===== src/rtl/memTypePkg.sv =====
package memTypePkg;

  localparam int VAR_CNT     = 4;
  localparam int FIX_WORDS   = 2;
  localparam int TYPE_W      = 8;
  localparam int ADDR_DFL    = 1;
  localparam int ADDR_PAT    = 0;
  localparam int ADDR_FIX0   = 2;
  localparam int ADDR_VAR0   = 4;

  localparam logic [TYPE_W-1:0] MT_UC = 8'd0;
  localparam logic [TYPE_W-1:0] MT_WC = 8'd1;
  localparam logic [TYPE_W-1:0] MT_WT = 8'd4;
  localparam logic [TYPE_W-1:0] MT_WP = 8'd5;
  localparam logic [TYPE_W-1:0] MT_WB = 8'd6;

  // strength rank: 0 is the most restrictive
  typedef logic [2:0] rank_t;

  typedef struct packed {
    logic                 patWe;
    logic                 dflWe;
    logic [FIX_WORDS-1:0] fixWe;
    logic [VAR_CNT-1:0]   baseWe;
    logic [VAR_CNT-1:0]   maskWe;
  } cfgStrobe_t;

  function automatic rank_t typeRank(input logic [TYPE_W-1:0] t);
    case (t)
      MT_WC:   return 3'd1;
      MT_WT:   return 3'd2;
      MT_WP:   return 3'd3;
      MT_WB:   return 3'd4;
      default: return 3'd0;   // UC and every reserved code
    endcase
  endfunction

  function automatic logic [TYPE_W-1:0] rankType(input rank_t r);
    case (r)
      3'd1:    return MT_WC;
      3'd2:    return MT_WT;
      3'd3:    return MT_WP;
      3'd4:    return MT_WB;
      default: return MT_UC;
    endcase
  endfunction

  function automatic rank_t minRank(input rank_t a, input rank_t b);
    return (a < b) ? a : b;
  endfunction

endpackage


===== src/rtl/mtrCfgCtrl.sv =====
module mtrCfgCtrl
  import memTypePkg::*;
#(
  parameter int ADDR_W = 4
) (
  input  logic              wrEn,
  input  logic [ADDR_W-1:0] wrAddr,
  output cfgStrobe_t        strobes
);

  always_comb begin
    strobes = '0;
    strobes.patWe = wrEn && (wrAddr == ADDR_W'(ADDR_PAT));
    strobes.dflWe = wrEn && (wrAddr == ADDR_W'(ADDR_DFL));
    for (int w = 0; w < FIX_WORDS; w++) begin
      strobes.fixWe[w] = wrEn && (wrAddr == ADDR_W'(ADDR_FIX0 + w));
    end
    for (int v = 0; v < VAR_CNT; v++) begin
      strobes.baseWe[v] = wrEn && (wrAddr == ADDR_W'(ADDR_VAR0 + 2*v));
      strobes.maskWe[v] = wrEn && (wrAddr == ADDR_W'(ADDR_VAR0 + 2*v + 1));
    end
  end

endmodule


===== src/rtl/mtrTypeDatapath.sv =====
module mtrTypeDatapath
  import memTypePkg::*;
#(
  parameter int          PA_W      = 36,
  parameter int          LEVELS    = 2,
  parameter logic [63:0] PAT_RESET = 64'h0000_0406_0000_0406,
  parameter logic [63:0] FIX_RESET = 64'h0606_0606_0606_0606
) (
  input  logic              clk,
  input  logic              rstN,
  input  cfgStrobe_t        strobes,
  input  logic [63:0]       wrData,
  input  logic [PA_W-1:0]   physAddr,
  input  logic [LEVELS-1:0] lvlPwt,
  input  logic [LEVELS-1:0] lvlPcd,
  input  logic              leafPat,
  input  logic              globalCd,
  output logic [TYPE_W-1:0] effType
);

  localparam int PG_LSB  = 12;
  localparam int MEG_LSB = 20;
  localparam int FRAME_W = PA_W - PG_LSB;

  logic [63:0]        patReg;
  logic [TYPE_W-1:0]  dflReg;
  logic [63:0]        fixReg   [FIX_WORDS];
  logic [FRAME_W-1:0] varBase  [VAR_CNT];
  logic [FRAME_W-1:0] varMask  [VAR_CNT];
  logic [TYPE_W-1:0]  varType  [VAR_CNT];
  logic [VAR_CNT-1:0] varValid;

  // configuration storage
  always_ff @(posedge clk) begin
    if (!rstN) begin
      patReg   <= PAT_RESET;
      dflReg   <= MT_UC;
      varValid <= '0;
      for (int w = 0; w < FIX_WORDS; w++) fixReg[w] <= FIX_RESET;
      for (int v = 0; v < VAR_CNT; v++) begin
        varBase[v] <= '0;
        varMask[v] <= '0;
        varType[v] <= MT_UC;
      end
    end else begin
      if (strobes.patWe) patReg <= wrData;
      if (strobes.dflWe) dflReg <= wrData[TYPE_W-1:0];
      for (int w = 0; w < FIX_WORDS; w++) begin
        if (strobes.fixWe[w]) fixReg[w] <= wrData;
      end
      for (int v = 0; v < VAR_CNT; v++) begin
        if (strobes.baseWe[v]) begin
          varBase[v] <= wrData[PA_W-1:PG_LSB];
          varType[v] <= wrData[TYPE_W-1:0];
        end
        if (strobes.maskWe[v]) begin
          varMask[v]  <= wrData[PA_W-1:PG_LSB];
          varValid[v] <= wrData[11];
        end
      end
    end
  end

  // attribute table lookup from leaf bits
  logic [2:0] patIdx;
  rank_t      patRank;
  always_comb begin
    patIdx  = {leafPat, lvlPcd[0], lvlPwt[0]};
    patRank = typeRank(patReg[{patIdx, 3'b000} +: TYPE_W]);
  end

  // fixed table below 1 MiB
  logic       lowMeg;
  logic [3:0] fixSel;
  rank_t      fixRank;
  always_comb begin
    lowMeg  = (physAddr[PA_W-1:MEG_LSB] == '0);
    fixSel  = physAddr[MEG_LSB-1:16];
    fixRank = typeRank(fixReg[fixSel[3]][{fixSel[2:0], 3'b000} +: TYPE_W]);
  end

  // variable windows
  logic [VAR_CNT-1:0] varHit;
  rank_t              varRankEach [VAR_CNT];
  for (genvar gv = 0; gv < VAR_CNT; gv++) begin : g_win
    assign varHit[gv] = varValid[gv] &&
      ((physAddr[PA_W-1:PG_LSB] & varMask[gv]) == (varBase[gv] & varMask[gv]));
    assign varRankEach[gv] = typeRank(varType[gv]);
  end

  rank_t varRankMin;
  always_comb begin
    varRankMin = 3'd7;
    for (int v = 0; v < VAR_CNT; v++) begin
      if (varHit[v]) varRankMin = minRank(varRankMin, varRankEach[v]);
    end
  end

  // upper-level restrictions
  logic  upPwt, upPcd;
  rank_t capRank, rangeRank, finalRank;
  always_comb begin
    upPwt     = |lvlPwt[LEVELS-1:1];
    upPcd     = |lvlPcd[LEVELS-1:1];
    capRank   = upPcd ? 3'd0 : (upPwt ? 3'd2 : 3'd4);
    rangeRank = lowMeg ? fixRank : ((|varHit) ? varRankMin : typeRank(dflReg));
    finalRank = globalCd ? 3'd0 : minRank(minRank(rangeRank, patRank), capRank);
    effType   = rankType(finalRank);
  end

endmodule


===== src/rtl/memTypeResolver.sv =====
module memTypeResolver
  import memTypePkg::*;
#(
  parameter int PA_W   = 36,
  parameter int LEVELS = 2,
  parameter int ADDR_W = 4
) (
  input  logic              clk,
  input  logic              rstN,
  input  logic              wrEn,
  input  logic [ADDR_W-1:0] wrAddr,
  input  logic [63:0]       wrData,
  input  logic [PA_W-1:0]   physAddr,
  input  logic [LEVELS-1:0] lvlPwt,
  input  logic [LEVELS-1:0] lvlPcd,
  input  logic              leafPat,
  input  logic              globalCd,
  output logic [7:0]        effType
);

  cfgStrobe_t strobes;

  mtrCfgCtrl #(.ADDR_W(ADDR_W)) ctrl (
    .wrEn    (wrEn),
    .wrAddr  (wrAddr),
    .strobes (strobes)
  );

  mtrTypeDatapath #(.PA_W(PA_W), .LEVELS(LEVELS)) dp (
    .clk      (clk),
    .rstN     (rstN),
    .strobes  (strobes),
    .wrData   (wrData),
    .physAddr (physAddr),
    .lvlPwt   (lvlPwt),
    .lvlPcd   (lvlPcd),
    .leafPat  (leafPat),
    .globalCd (globalCd),
    .effType  (effType)
  );

endmodule


===== config.mk =====
export PLATFORM = sky130hd
export DESIGN_NAME = memTypeResolver
export DESIGN_NICKNAME = d
export VERILOG_FILES = /design/src/rtl/memTypePkg.sv /design/src/rtl/mtrCfgCtrl.sv /design/src/rtl/mtrTypeDatapath.sv /design/src/rtl/memTypeResolver.sv
export SDC_FILE = /design/constraint.sdc
export NUM_CORES = 1
export LEC_CHECK = 0
export ABC_AREA = 1
export CORE_MARGIN = 4
export CORE_UTILIZATION = 50
export CTS_CLUSTER_SIZE = 30
export DETAILED_ROUTE_END_ITERATION = 12
export DONT_BUFFER_PORTS = 1
export GPL_TIMING_DRIVEN = 0
export PLACE_DENSITY = 0.75
export RECOVER_POWER = 25
export SLEW_MARGIN = 20
export SYNTH_ARGS = -nofsm -noshare
export SYNTH_HDL_FRONTEND = slang
export SYNTH_SLANG_ARGS = --single-unit

===== constraint.sdc =====
create_clock -name clk -period 6.8 [get_ports clk]
set_input_delay 1.36 -clock clk [delete_from_list [all_inputs] [get_ports clk]]
set_output_delay 1.36 -clock clk [all_outputs]
set_load 0.03 [all_outputs]

Word-level counts from Yosys, hierarchy flattened
Memory sizes are Yosys's and may differ from the RTL's.
Cells that the tools add are included.
W data, S select, Z words.
{ "word_totals": {"ff_bits": 76, "rom_bits": 0, "latchBits": 0, "wordCells": 174, "ram_bits": 352, "output_inout_bits": 8, "memories": 4} }
{ "mem_list": {"columns": ["name", "words", "word_bits", "rd", "rd_clocked_by_memory_dff", "wr", "line", "text"], "rows": [
  ["dp.fixReg", 2, 64, 1, 0, 2, "mtrTypeDatapath.sv:27", "logic [63:0] fixReg [FIX_WORDS];"],
  ["dp.varBase", 4, 24, 4, 0, 4, "mtrTypeDatapath.sv:28", "logic [FRAME_W-1:0] varBase [VAR_CNT];"],
  ["dp.varMask", 4, 24, 4, 0, 4, "mtrTypeDatapath.sv:29", "logic [FRAME_W-1:0] varMask [VAR_CNT];"],
  ["dp.varType", 4, 8, 4, 0, 4, "mtrTypeDatapath.sv:30", "logic [TYPE_W-1:0] varType [VAR_CNT];"]
]} }
{ "classes": {"n_eq_ne": 47, "reduce_logical": 19, "div_mod_pow": 0, "bitwise_logic": 22, "addsub": 0, "n_shift": 2, "n_lt_le_gt_ge": 6, "mux": 68, "multipliers": 0} }
{ "op_table": {"columns": ["operator", "count"], "rows": [
  ["$and A24 B24 Y24", 8],
  ["$mux W24", 8],
  ["$eq A8 B3 Y1 const B", 21],
  ["$mux W64", 2],
  ["$shiftx A64 B7 Y8", 2],
  ["$eq A24 B24 Y1", 4],
  ["$pmux W3 S4", 8],
  ["$eq A8 B1 Y1 const B", 7],
  ["$mux W3", 15],
  ["$mux W8", 4],
  ["$mux W1", 31],
  ["$eq A4 B3 Y1 const B", 4],
  ["$eq A4 B4 Y1 const B", 4],
  ["$logic_and A1 B1 Y1", 16],
  ["$logic_not A16 Y1", 1],
  ["$lt A3 B3 Y1", 5],
  ["$or A1 B1 Y1", 14],
  ["$eq A4 B2 Y1 const B", 2],
  ["$eq A3 B2 Y1 const B", 2],
  ["$eq A4 B1 Y1 const B", 1],
  ["$logic_not A4 Y1", 1],
  ["$reduce_or A4 Y1", 1],
  ["$eq A3 B1 Y1 const B", 1],
  ["$eq A3 B3 Y1 const B", 1],
  ["$lt A3 B3 Y1 const A", 1]
]} }

Longest topological paths before layout
Gate-level depths: netlist of run 1.
An unclocked memory read counts as a cell.
{ "depth": {"depth_word": 24, "depth_mapped": 48, "depth_no_buf": 47} }

Hierarchy
A second synthesis of run 1 with hierarchy kept.
{ "hier_totals": {"hier_cells": 2007, "hier_area_um2": 19532.5} }
{ "modules_own_cells": {"columns": ["module", "seq_area_each_um2", "area_each_um2", "cells_each", "instances"], "rows": [
  ["mtrTypeDatapath", 12091.6, 19414.9, 1979, 1],
  ["mtrCfgCtrl", 0.0, 117.6, 28, 1]
]} }

Least setup slack after synthesis of run 1
Ideal clock, no wire load.
{ "synth_timing": {"path_type": "in2out", "start": "in physAddr[21]", "end": "out effType[0]", "t_required_ps": 5440, "arrival_time_ps": 5884, "path_buffers": 1, "stages": 40, "slack_ps": -444, "cell_sequence": "buf_2 > or2_0 > nand3_1 > nand4_1 > nor4_1 > nand2_1 > inv_1 > o21ai_0 > ha_1 > a21oi_1 > a21oi_1 > o21ai_0 > inv_1 > ha_1 > nand2_1 > inv_1 > nand2_1 > nand2_2 > (+4 left out) > nand2_1 > inv_1 > nand2_1 > nand2_2 > nand2_1 > nand2_1 > nand3_1 > nand3_1 > nand2_1 > clkinv_1 > ha_1 > a21oi_1 > nand2_2 > nand2_1 > nand2_1 > nor2_2 > nand3_2 > nor2_1"} }
{ "synth_via": {"elab_chain_cells": 22, "word_cells_on_any_way": 36, "classes_between": "order compare: 5; eq/ne: 8; mux: 13; bitwise: 4; reduce/logical: 6"} }
{ "synth_lines": {"columns": ["item", "line", "text"], "rows": [
  ["start: declaration", "memTypeResolver.sv:13", "input logic [PA_W-1:0] physAddr,"],
  ["$and A24 B24 Y24", "mtrTypeDatapath.sv:87", "((physAddr[PA_W-1:PG_LSB] & varMask[gv]) == (varBase[gv] & varMask[gv]));"],
  ["$eq A24 B24 Y1", "mtrTypeDatapath.sv:87", null],
  ["$logic_and A1 B1 Y1", "mtrTypeDatapath.sv:86", "assign varHit[gv] = varValid[gv] &&"],
  ["$mux W3", "mtrTypeDatapath.sv:95", "if (varHit[v]) varRankMin = minRank(varRankMin, varRankEach[v]);"],
  ["$lt A3 B3 Y1", "memTypePkg.sv:49", "return (a < b) ? a : b;"],
  ["$mux W3", "memTypePkg.sv:49", null],
  ["$mux W3", "mtrTypeDatapath.sv:95", null],
  ["$lt A3 B3 Y1", "memTypePkg.sv:49", null],
  ["(+6 left out)", null, null],
  ["$mux W3 *", "mtrTypeDatapath.sv:106", "rangeRank = lowMeg ? fixRank : ((|varHit) ? varRankMin : typeRank(dflReg));"],
  ["$lt A3 B3 Y1", "memTypePkg.sv:49", null],
  ["$mux W3 *", "memTypePkg.sv:49", null],
  ["$lt A3 B3 Y1", "memTypePkg.sv:49", null],
  ["$mux W3 *", "memTypePkg.sv:49", null],
  ["$mux W3 *", "mtrTypeDatapath.sv:107", "finalRank = globalCd ? 3'd0 : minRank(minRank(rangeRank, patRank), capRank);"],
  ["$eq A3 B3 Y1 (tied with other cells)", "memTypePkg.sv:39", "case (r)"],
  ["$pmux W3 S4 *", "memTypePkg.sv:39", null],
  ["end: declaration", "memTypeResolver.sv:18", "output logic [7:0] effType"]
]} }
Every way passes the cells marked *; elsewhere a longest branch is shown, timed or not.

Final worst setup path of run 1
{ "layout_timing": {"start": "in physAddr[21]", "end": "out effType[2]"} }
Same word-level chain as after synthesis.

==> results.tsv, run 1 <==
metric	value	unit
yosysTopAreaCellShare	55.9	%
antenna_cells	0	
design_area	21700	um^2
drc_errors	0	
routed_via_density	5.81	
failed_checks	max-capacitance violations, max-slew violations, negative setup slack	
synthTopCellsByCount	398 x nor2_1, 352 x edfxtp_1, 176 x nand2_1	
crit_path_end_kind	output port	
crit_top_cell	nand2_2	
fin_cells	2511	
rsz0062_at_grt	yes	
vias	14600	
crit_path_start_kind	primary input	
crit_start	physAddr[21]	
synth_area_leader_cell	edfxtp_1	
netlist_instances	1892	
ff_latch_area	12100	um^2
cts_max_level	2	
max_stage_delay	0.30	ns
peakVddDrop	0.213	mV
cts_made_buffers	45	
crit_fanout	3	
worstPathRequired	5.44	ns
grt_pass1_wl	82200	um
grt_antenna_before_repair	1	
clkLatencyLatePin	0.58	ns
place_congestion	0.905	
placed_area	19900	um^2
fin_skew	0	ns
root_buffer	clkbuf_16	
crit_family	simple AND/OR/NAND/NOR gates	
row_count	70	
drt-initial-drc-count	2072	
port_buffers	0	
multi_input_area	6000	um^2
p_per_area	272	nW/um^2
grt_usage	26.3	%
crit_buf_inv	8	
min_path_type	register to register	
dieWidth	203	um
final_hold_viol_count	0	
power.leakage	8.17	nW
finalCritPeriodShare	109	%
cts_buffer_depth	3	
synth.area.top_cells	edfxtp_1 56%, dfxtp_1 8.0%, nor2_1 7.9%	
status	finished with violations	
clkTransAtPathRegs	0.06	ns
ant_nets	0	
synth.avg_cell_area	10.0	um^2
yosysWarnings	0	
die_area	41000	um^2
grt_pass1_vias	14200	
critPathKind	primary input to output port	
nFillCells	3071	
relSlewSlack	-0.433	%
synth-edff-count	352	
min_from	dp.patReg[9]	
dieHeight	203	um
final-max-slew-violation-count	1	
yosysMostFrequentCell	nor2_1	
boundaryPins	121	
layout.nets	2099	
grt_remaining_overflow	0	
async_reset_ff_share	0	%
cts.sinks	428	
r2r_slack	6.07	ns
dp.cells	2409	
setup_tns	-1.81	ns
layout-drive-gt1-share	10.6	%
ys_seq_area_share	63.9	%
critPathSlowestCell	nor4_2	
wl	55500	um
cp.arrival	6.05	ns
hpwl	37700	um
first_pass_iters	5	
synth_area	18900	um^2
drv_cap	1	
fmax	135	MHz
finalSetupViolCount	3	
grt_max_degree	34	
cts_tree	built	
synthToLayoutAreaGrowth	14.5	%
tightestPinTransition	1.49	ns
r2r_start	dp.varValid[1]	
core	37000	um^2
ys_types	54	
wire_per_inst	22.1	um
synth-seq-cells	428	
fin_crit	7.41	ns
worst_slack	-0.611	ns
start_util	51.2	%
synthFlopType	edfxtp_1	
==> tightest hold or removal path, stage by stage, from the launching register on <==
cell     delay (ns)
dfxtp_1        0.30
inv_1          0.06
a21oi_1        0.06
==> routing by layer <==
layer  GRT usage, %  vias up  wire length, um
li1               -     6661                -
met4           13.1        2             2990
met2           44.2      845            26800
met1           33.2     6894            20500
met5              0        -               17
met3           4.58      176             5130
==> report_power, final <==
group / internal, mW / leakage, nW / switching, mW
Sequential: 2.97 / 4.00 / 0.0488
Clock: 1.39 / 0.712 / 1.03
Combinational: 0.126 / 3.45 / 0.329
Total: 4.49 / 8.17 / 1.41
==> worst paths after layout <==
kind | endpoint | cells after the start
worst max-delay path | effType[2] | 44
worst min-delay path | dp.patReg[9] | 2
worst max register to register | dp.varValid[1] | 2
worst min register to register | dp.patReg[9] | 2
==> through the flow <==
step	worst slack (ns)	utilization [%]	hold WS, ns	total power, mW
floorplan	-0.0639	-	0.424	3.35
global placement	-2.39	53.1	0.437	3.49
detailed placement	-1.06	53.9	0.448	3.51
CTS	-0.566	58.4	0.458	5.90
global route	-0.998	58.6	0.479	6.07
finish	-0.611	58.6	0.459	5.90
==> cells in the final DEF (no fill, tap or decap), drive strengths merged, types with 4 or more instances in the layout <==
cell type	synthesis	final
or2	27	27
nand3	92	92
conb	1	5
o22ai	9	9
xor2	12	12
dfxtp	76	76
a221oi	6	6
edfxtp	352	352
o21ai	172	172
nor4	23	23
o221ai	8	8
nand4	28	28
ha	14	14
o311ai	4	4
a21oi	117	117
clkinv	25	41
clkbuf	70	131
nand2	186	186
inv	165	168
nor2	401	401
buf	23	51
o211ai	9	9
a21o	9	9
nor3	33	33
==> kinds of logic after synthesis <==
logic type,share of synthesized area (%)
other,0.0198
AND/OR/NAND/NOR,18.4
XOR/XNOR,0.555
flip-flops,63.9
AO/OA/AOI/OAI,10.2
multiplexers,0.112
buffers and inverters,5.87
adder cells (fa/ha/maj),0.926
==> area by class of cell <==
cell class / count / area share [%]
clock inverters: 22 / 0.791
repair buffers: 29 / 1.57
clock buffers: 60 / 5.84
well taps: 504 / 2.91
plain buffers: 93 / 2.07
inverters: 190 / 3.33
multi-input cells: 1185 / 27.7
flip-flops and latches: 428 / 55.8
==> flip-flops by register name, indices dropped and copies added (netlist names) <==
| register | flops |
|---|---|
| dp.varValid | 4 |
| dp.varType | 32 |
| dp.patReg | 64 |
| dp.varMask | 96 |
| dp.varBase | 96 |
| dp.fixReg | 128 |
| dp.dflReg | 8 |
==> repair_timing <==
action                                 in CTS  in global routing
resized for setup                          28                 29
setup buffers                              19                  2
hold buffers                                0                  0
endpoints found under the hold margin       0                  0
pin swaps                                  21                 25
setup endpoints to repair                   3                  3
(Power assumes the default switching activity.)
==> run 2, diff against run 1 <==
--- a/config.mk
+++ b/config.mk
@@ -5,7 +5,6 @@
 export SDC_FILE = /design/constraint.sdc
 export NUM_CORES = 1
 export LEC_CHECK = 0
-export ABC_AREA = 1
 export CORE_MARGIN = 4
 export CORE_UTILIZATION = 50
 export CTS_CLUSTER_SIZE = 30
==> constraint.sdc (replaced) <==
create_clock -name clk -period 6.8 [get_ports clk]
set_input_delay 1.36 -clock clk [delete_from_list [all_inputs] [get_ports clk]]
set_output_delay 1.36 -clock clk [all_outputs]
set_load 0.02 [all_outputs]
==> results.tsv, run 2 <==
metric	value	unit	change
wire_per_inst	24.3	um	was 22.1 um
cts_buffer_depth	3		unchanged
synth-seq-cells	428		unchanged
crit_fanout	5		was 3
first_pass_iters	5		unchanged
max_stage_delay	0.44	ns	was 0.30 ns
peakVddDrop	0.215	mV	was 0.213 mV
crit_top_cell	buf_4		was nand2_2
row_count	71		was 70
fin_skew	0	ns	unchanged
min_path_type	register to register		unchanged
largestRegisters	dp.fixReg: 128 flops, dp.varBase: 96 flops, dp.varMask: 96 flops		unchanged
cts_made_buffers	43		was 45
drv_cap	0		was 1
cts_max_level	2		unchanged
final_common_cell	edfxtp_1		was nor2_1
grt_remaining_overflow	0		unchanged
synth.area.top_cells	edfxtp_1 55%, and2_1 8.9%, dfxtp_1 7.9%		was edfxtp_1 56%, dfxtp_1 8.0%, nor2_1 7.9%
status	finished with violations		unchanged
ys_seq_area_share	63.1	%	was 63.9%
failed_checks	negative setup slack		was max-capacitance violations, max-slew violations, negative setup slack
synthFlopType	edfxtp_1		unchanged
crit_path_end_kind	output port		unchanged
layout_common_cells	352 x edfxtp_1, 210 x and2_1, 170 x nand2_1, 92 x xor2_1		was 394 x nor2_1, 352 x edfxtp_1, 163 x o21ai_0, 158 x nand2_1, 157 x inv_1
synth_area	19200	um^2	was 18,900 um^2
final_hold_viol_count	0		unchanged
p_per_area	258	nW/um^2	was 272 nW/um^2
port_buffers	0		unchanged
grt_pass1_vias	12400		was 14,200
synth-edff-count	352		unchanged
place_congestion	0.912		was 0.905
hpwl	36200	um	was 37,700 um
worstPathRequired	5.44	ns	about the same
cp.arrival	7.77	ns	was 6.05 ns
synth.avg_cell_area	13.0	um^2	was 10.0 um^2
worst_slack	-2.33	ns	was -0.611 ns
dieWidth	204	um	was 203 um
critPathKind	primary input to output port		unchanged
cts.sinks	428		unchanged
power.leakage	7.77	nW	was 8.17 nW
rsz0062_at_grt	yes		unchanged
boundaryPins	121		unchanged
largest_register_ff_count	128		unchanged
critPathSlowestCell	nor4_4		was nor4_2
netlist_instances	1478		was 1,892
placed_area	20400	um^2	was 19,900 um^2
layout.nets	1708		was 2,099
start_util	50.8	%	was 51.2%
crit_path_start_kind	primary input		unchanged
ctsHoldBuffers	0		unchanged
routed_via_density	5.89		was 5.81
async_reset_ff_share	0	%	unchanged
yosysMostFrequentCell	edfxtp_1		was nor2_1
top_register	dp.fixReg		unchanged
grt_usage	24.8	%	was 26.3%
design_area	22200	um^2	was 21,700 um^2
drc_errors	0		unchanged
ys_types	64		was 54
dp_slack	-3.05	ns	was -1.06 ns
fmax	110	MHz	was 135 MHz
clkTransAtPathRegs	0.06	ns	about the same
layout-drive-gt1-share	14.2	%	was 10.6%
synthToLayoutAreaGrowth	15.9	%	was 14.5%
clkLatencyLatePin	0.56	ns	was 0.58 ns
finalSetupViolCount	3		unchanged
dieHeight	204	um	was 203 um
finalCritPeriodShare	134	%	was 109%
root_buffer	clkbuf_16		unchanged
yosysTopAreaCellShare	55.1	%	was 55.9%
synthTopCellsByCount	352 x edfxtp_1, 273 x and2_1, 170 x nand2_1		was 398 x nor2_1, 352 x edfxtp_1, 176 x nand2_1
wl	51700	um	was 55,500 um
tightestPinTransition	1.42	ns	was 1.49 ns
vias	12500		was 14,600
relSlewSlack	5.25	%	was -0.433%
grt_pass1_wl	76900	um	was 82,200 um
yosysWarnings	0		unchanged
crit_family	compound AO/OA/AOI/OAI gates		was simple AND/OR/NAND/NOR gates
crit_buf_inv	3		was 8
die_area	41500	um^2	was 41,000 um^2
grt_max_degree	26		was 34
grt_antenna_before_repair	5		was 1
cts_tree	built		unchanged
final-max-slew-violation-count	0		was 1
core	37800	um^2	was 37,000 um^2
fin_crit	9.13	ns	was 7.41 ns
drt-initial-drc-count	1496		was 2,072
synth_area_leader_cell	edfxtp_1		unchanged
ant_nets	0		unchanged
==> run 2: cell types whose count changed in the layout (fill, tap and decap cells not counted), sizes merged, moves of 56 or more <==
| cell | change |
|---|---|
| xor2 | +84 |
| o21ai | -155 |
| nor2 | -378 |
| nand3 | -74 |
| inv | -155 |
| a21boi | +56 |
| and2 | +271 |
| a21oi | -104 |
==> run 2: cells by family after synthesis <==
| group | count (synthesis) | share of synthesized area (%) |
|---|---|---|
| AO/OA/AOI/OAI | 180 | 7.01 |
| XOR/XNOR | 96 | 4.39 |
| adder cells (fa/ha/maj) | 14 | 0.914 |
| buffers and inverters | 97 | 2.21 |
| flip-flops | 428 | 63.1 |
| multiplexers | 47 | 4.44 |
| other | 1 | 0.0196 |
| AND/OR/NAND/NOR | 615 | 17.9 |
==> run 2: path summary, 6_finish.rpt <==
check                      from            end  slack, ns  cells past startpoint
setup / recovery   physAddr[17]     effType[2]      -2.33                     33
hold / removal    dp.patReg[37]  dp.patReg[37]       0.46                      2
setup reg to reg  dp.patReg[27]  dp.patReg[27]       6.08                      2
hold reg to reg   dp.patReg[37]  dp.patReg[37]       0.46                      2
==> run 2: area by class of cell <==
class	count	area, um^2
antenna	2	5.00
sequential	428	12100
fill	2883	15500
clock buffer	70	1300
tap	511	639
timing repair buffer	54	597
clock inverter	9	71.3
inverter	13	51.3
buffer	84	503
multi-input combinational	957	6960
==> run 2: worst reg2reg max path, stage by stage, from the launching register on <==
cell	delay (ns)
dfxtp_1	0.39
nand2_1	0.06
a21boi_0	0.19
==> run 2: timing repair <==
action,in CTS,in global routing
setup buffers,24,12
resized for setup,33,23
hold endpoints to repair,0,0
setup endpoints to repair,3,3
gates cloned,0,0
pin swaps,32,35
==> run 2: metal layers <==
layer	share of wire, %	wire length, um	GRT usage, %	vias to the layer above
li1	-	-	-	5538
met1	38	19500	31.9	6223
met3	9.6	4960	5.80	128
met2	49	25300	41.1	641
met5	0	0	0	-
met4	3.8	1950	9.68	0
==> run 2: where the power goes <==
| group | switching, mW | total [mW] | internal [mW] |
|---|---|---|---|
| logic | 0.230 | 0.392 | 0.163 |
| registers | 0.0509 | 3.02 | 2.97 |
| clock network | 0.966 | 2.31 | 1.35 |
==> run 2: stage by stage <==
stage          instances  hold WS [ns]  TNS (ns)  utilization (%)  total power, mW
6_report            2128         0.464     -6.90             58.9             5.73
5_1_grt             2126         0.481     -7.58             58.8             5.89
4_1_cts             2114         0.463     -6.99             58.6             5.74
3_5_place_dp        2011         0.455     -9.07             54.2             3.45
3_3_place_gp        1993         0.447     -8.70             52.8             3.41
2_1_floorplan       1482         0.436     -5.67                -             3.31
==> run 3, diff against run 2 <==
--- a/config.mk
+++ b/config.mk
@@ -5,13 +5,14 @@
 export SDC_FILE = /design/constraint.sdc
 export NUM_CORES = 1
 export LEC_CHECK = 0
+export ABC_AREA = 1
 export CORE_MARGIN = 4
 export CORE_UTILIZATION = 50
 export CTS_CLUSTER_SIZE = 30
 export DETAILED_ROUTE_END_ITERATION = 12
 export DONT_BUFFER_PORTS = 1
 export GPL_TIMING_DRIVEN = 0
-export PLACE_DENSITY = 0.75
+export PLACE_DENSITY = 0.72
 export RECOVER_POWER = 25
 export SLEW_MARGIN = 20
 export SYNTH_ARGS = -nofsm -noshare
==> constraint.sdc (replaced) <==
create_clock -name clk -period 11.2 [get_ports clk]
set_input_delay 2.24 -clock clk [delete_from_list [all_inputs] [get_ports clk]]
set_output_delay 2.24 -clock clk [all_outputs]
set_load 0.02 [all_outputs]
==> results.tsv, run 3 (same netlist as run 1, synthesis figures left out) <==
metric	value	unit	change
status	completed		was finished with violations
crit_path_end_kind	output port		unchanged
cts.sinks	428		unchanged
dieWidth	203	um	was 204 um
start_util	51.2	%	was 50.8%
setup_tns	0	ns	was -6.90 ns
cts_buffer_depth	3		unchanged
finalSetupViolCount	0		was 3
nFillCells	3114		was 2,883
top_register	dp.fixReg		unchanged
grt_remaining_overflow	0		unchanged
crit_family	simple AND/OR/NAND/NOR gates		was compound AO/OA/AOI/OAI gates
grt_antenna_before_repair	0		was 5
routed_via_density	5.79		was 5.89
clkLatencyLatePin	0.55	ns	was 0.56 ns
final-max-slew-violation-count	0		unchanged
root_buffer	clkbuf_16		unchanged
largest_register_ff_count	128		unchanged
design_area	21300	um^2	was 22,200 um^2
row_count	70		was 71
finalCritPeriodShare	88.7	%	
cts_setup_buffers	0		was 24
cts_made_buffers	44		was 43
cp.arrival	7.69	ns	was 7.77 ns
grt_pass1_wl	79700	um	was 76,900 um
p_total	3.57	mW	was 5.73 mW
critPathKind	primary input to output port		unchanged
first_pass_iters	6		was 5
layout-drive-gt1-share	7.50	%	was 14.2%
drc_errors	0		unchanged
post_cts_resized	0		was 33
cts_tree	built		unchanged
port_buffers	0		unchanged
fin_skew	0	ns	unchanged
peakVddDrop	0.152	mV	was 0.215 mV
min_path_type	register to register		unchanged
clkTransAtPathRegs	0.06	ns	about the same
rsz0062_at_grt	no		was yes
core	37000	um^2	was 37,800 um^2
fin_cells	2491		was 2,128
die_area	41000	um^2	was 41,500 um^2
drt-initial-drc-count	1975		was 1,496
grt_usage	25.4	%	was 24.8%
boundaryPins	121		unchanged
grt_max_degree	36		was 26
antenna_cells	0		was 2
p_per_area	168	nW/um^2	was 258 nW/um^2
drv_cap	0		unchanged
ant_nets	0		unchanged
max_stage_delay	0.35	ns	was 0.44 ns
layout_common_cells	398 x nor2_1, 352 x edfxtp_1, 170 x nand2_1, 166 x o21ai_0, 163 x inv_1		was 352 x edfxtp_1, 210 x and2_1, 170 x nand2_1, 92 x xor2_1
place_congestion	0.882		was 0.912
grt_pass1_vias	13600		was 12,400
layout.nets	2078		was 1,708
dp.cells	2409		was 2,011
tightestPinTransition	1.46	ns	was 1.42 ns
final_common_cell	nor2_1		was edfxtp_1
final_hold_viol_count	0		unchanged
worstPathRequired	8.96	ns	was 5.44 ns
cts_max_level	2		unchanged
hpwl	37900	um	was 36,200 um
placed_area	19900	um^2	was 20,400 um^2
crit_buf_inv	6		was 3
wl	53700	um	was 51,700 um
fin_crit	9.93	ns	
largestRegisters	dp.fixReg: 128 flops, dp.varBase: 96 flops, dp.varMask: 96 flops		unchanged
synthToLayoutAreaGrowth	12.4	%	was 15.9%
vias	14400		was 12,500
relSlewSlack	1.96	%	was 5.25%
dieHeight	203	um	was 204 um
critPathSlowestCell	nor2_1		was nor4_4
crit_path_start_kind	primary input		unchanged
timing.hold.ws	0.459	ns	was 0.464 ns
power.leakage	8.02	nW	was 7.77 nW
crit_top_cell	nand2_1		was buf_4
wire_per_inst	21.6	um	was 24.3 um
ctsHoldBuffers	0		unchanged
fmax	101	MHz	
crit_fanout	10		was 5
## run 3: cell types whose count changed in the layout (fill, tap and decap cells not counted), sizes merged, moves of 25 or more
cell and delta:
a21boi -56, a21oi +104, a22oi -53, and2 -271
buf -48, clkinv +39, inv +154, mux4 -30
nand3 +74, nor2 +378, nor3 +25, o21ai +155
xor2 -84
## run 3: metal layers
metal	vias to the layer above	part of all wire, %	track usage (%)
li1	6610	-	-
met1	6913	38	32.5
met2	764	49	43.8
met3	124	8.6	3.83
met4	0	4.2	9.89
met5	-	0	0
## run 3: path summary, 6_finish.rpt
check	start	end	slack (ns)	cells after the start
hold reg to reg	dp.patReg[41]	dp.patReg[41]	0.46	2
setup / recovery	physAddr[19]	effType[0]	1.27	39
hold / removal	dp.patReg[41]	dp.patReg[41]	0.46	2
setup reg to reg	dp.patReg[15]	dp.patReg[15]	10.35	2
## run 3: worst register-to-register path, stage by stage, from the launching register on
cell	delay, ns
dfxtp_1	0.32
o21ai_0	0.29
a21oi_1	0.10
## run 3: per-stage QoR
stage          utilization [%]  worst slack [ns]
6_report                  57.6              1.27
5_1_grt                   57.6             0.644
4_1_cts                   57.7              1.30
3_5_place_dp              53.8              1.31
3_3_place_gp              52.9              1.16
2_1_floorplan                -              2.32
## run 3: area by class of cell
cell class	instances	area (um^2)	area share (%)
buffer	93	397	1.86
clock buffer	49	1120	5.26
clock inverter	33	319	1.50
inverter	190	713	3.35
multi-input combinational	1185	5800	27.3
sequential	428	12100	56.8
tap	504	631	2.96
timing repair buffer	9	201	0.947
## run 3: power by group
| group | internal, mW | switching, mW |
|---|---|---|
| combinational | 0.0722 | 0.196 |
| clock | 0.842 | 0.620 |
| sequential | 1.81 | 0.0294 |
| total | 2.72 | 0.846 |
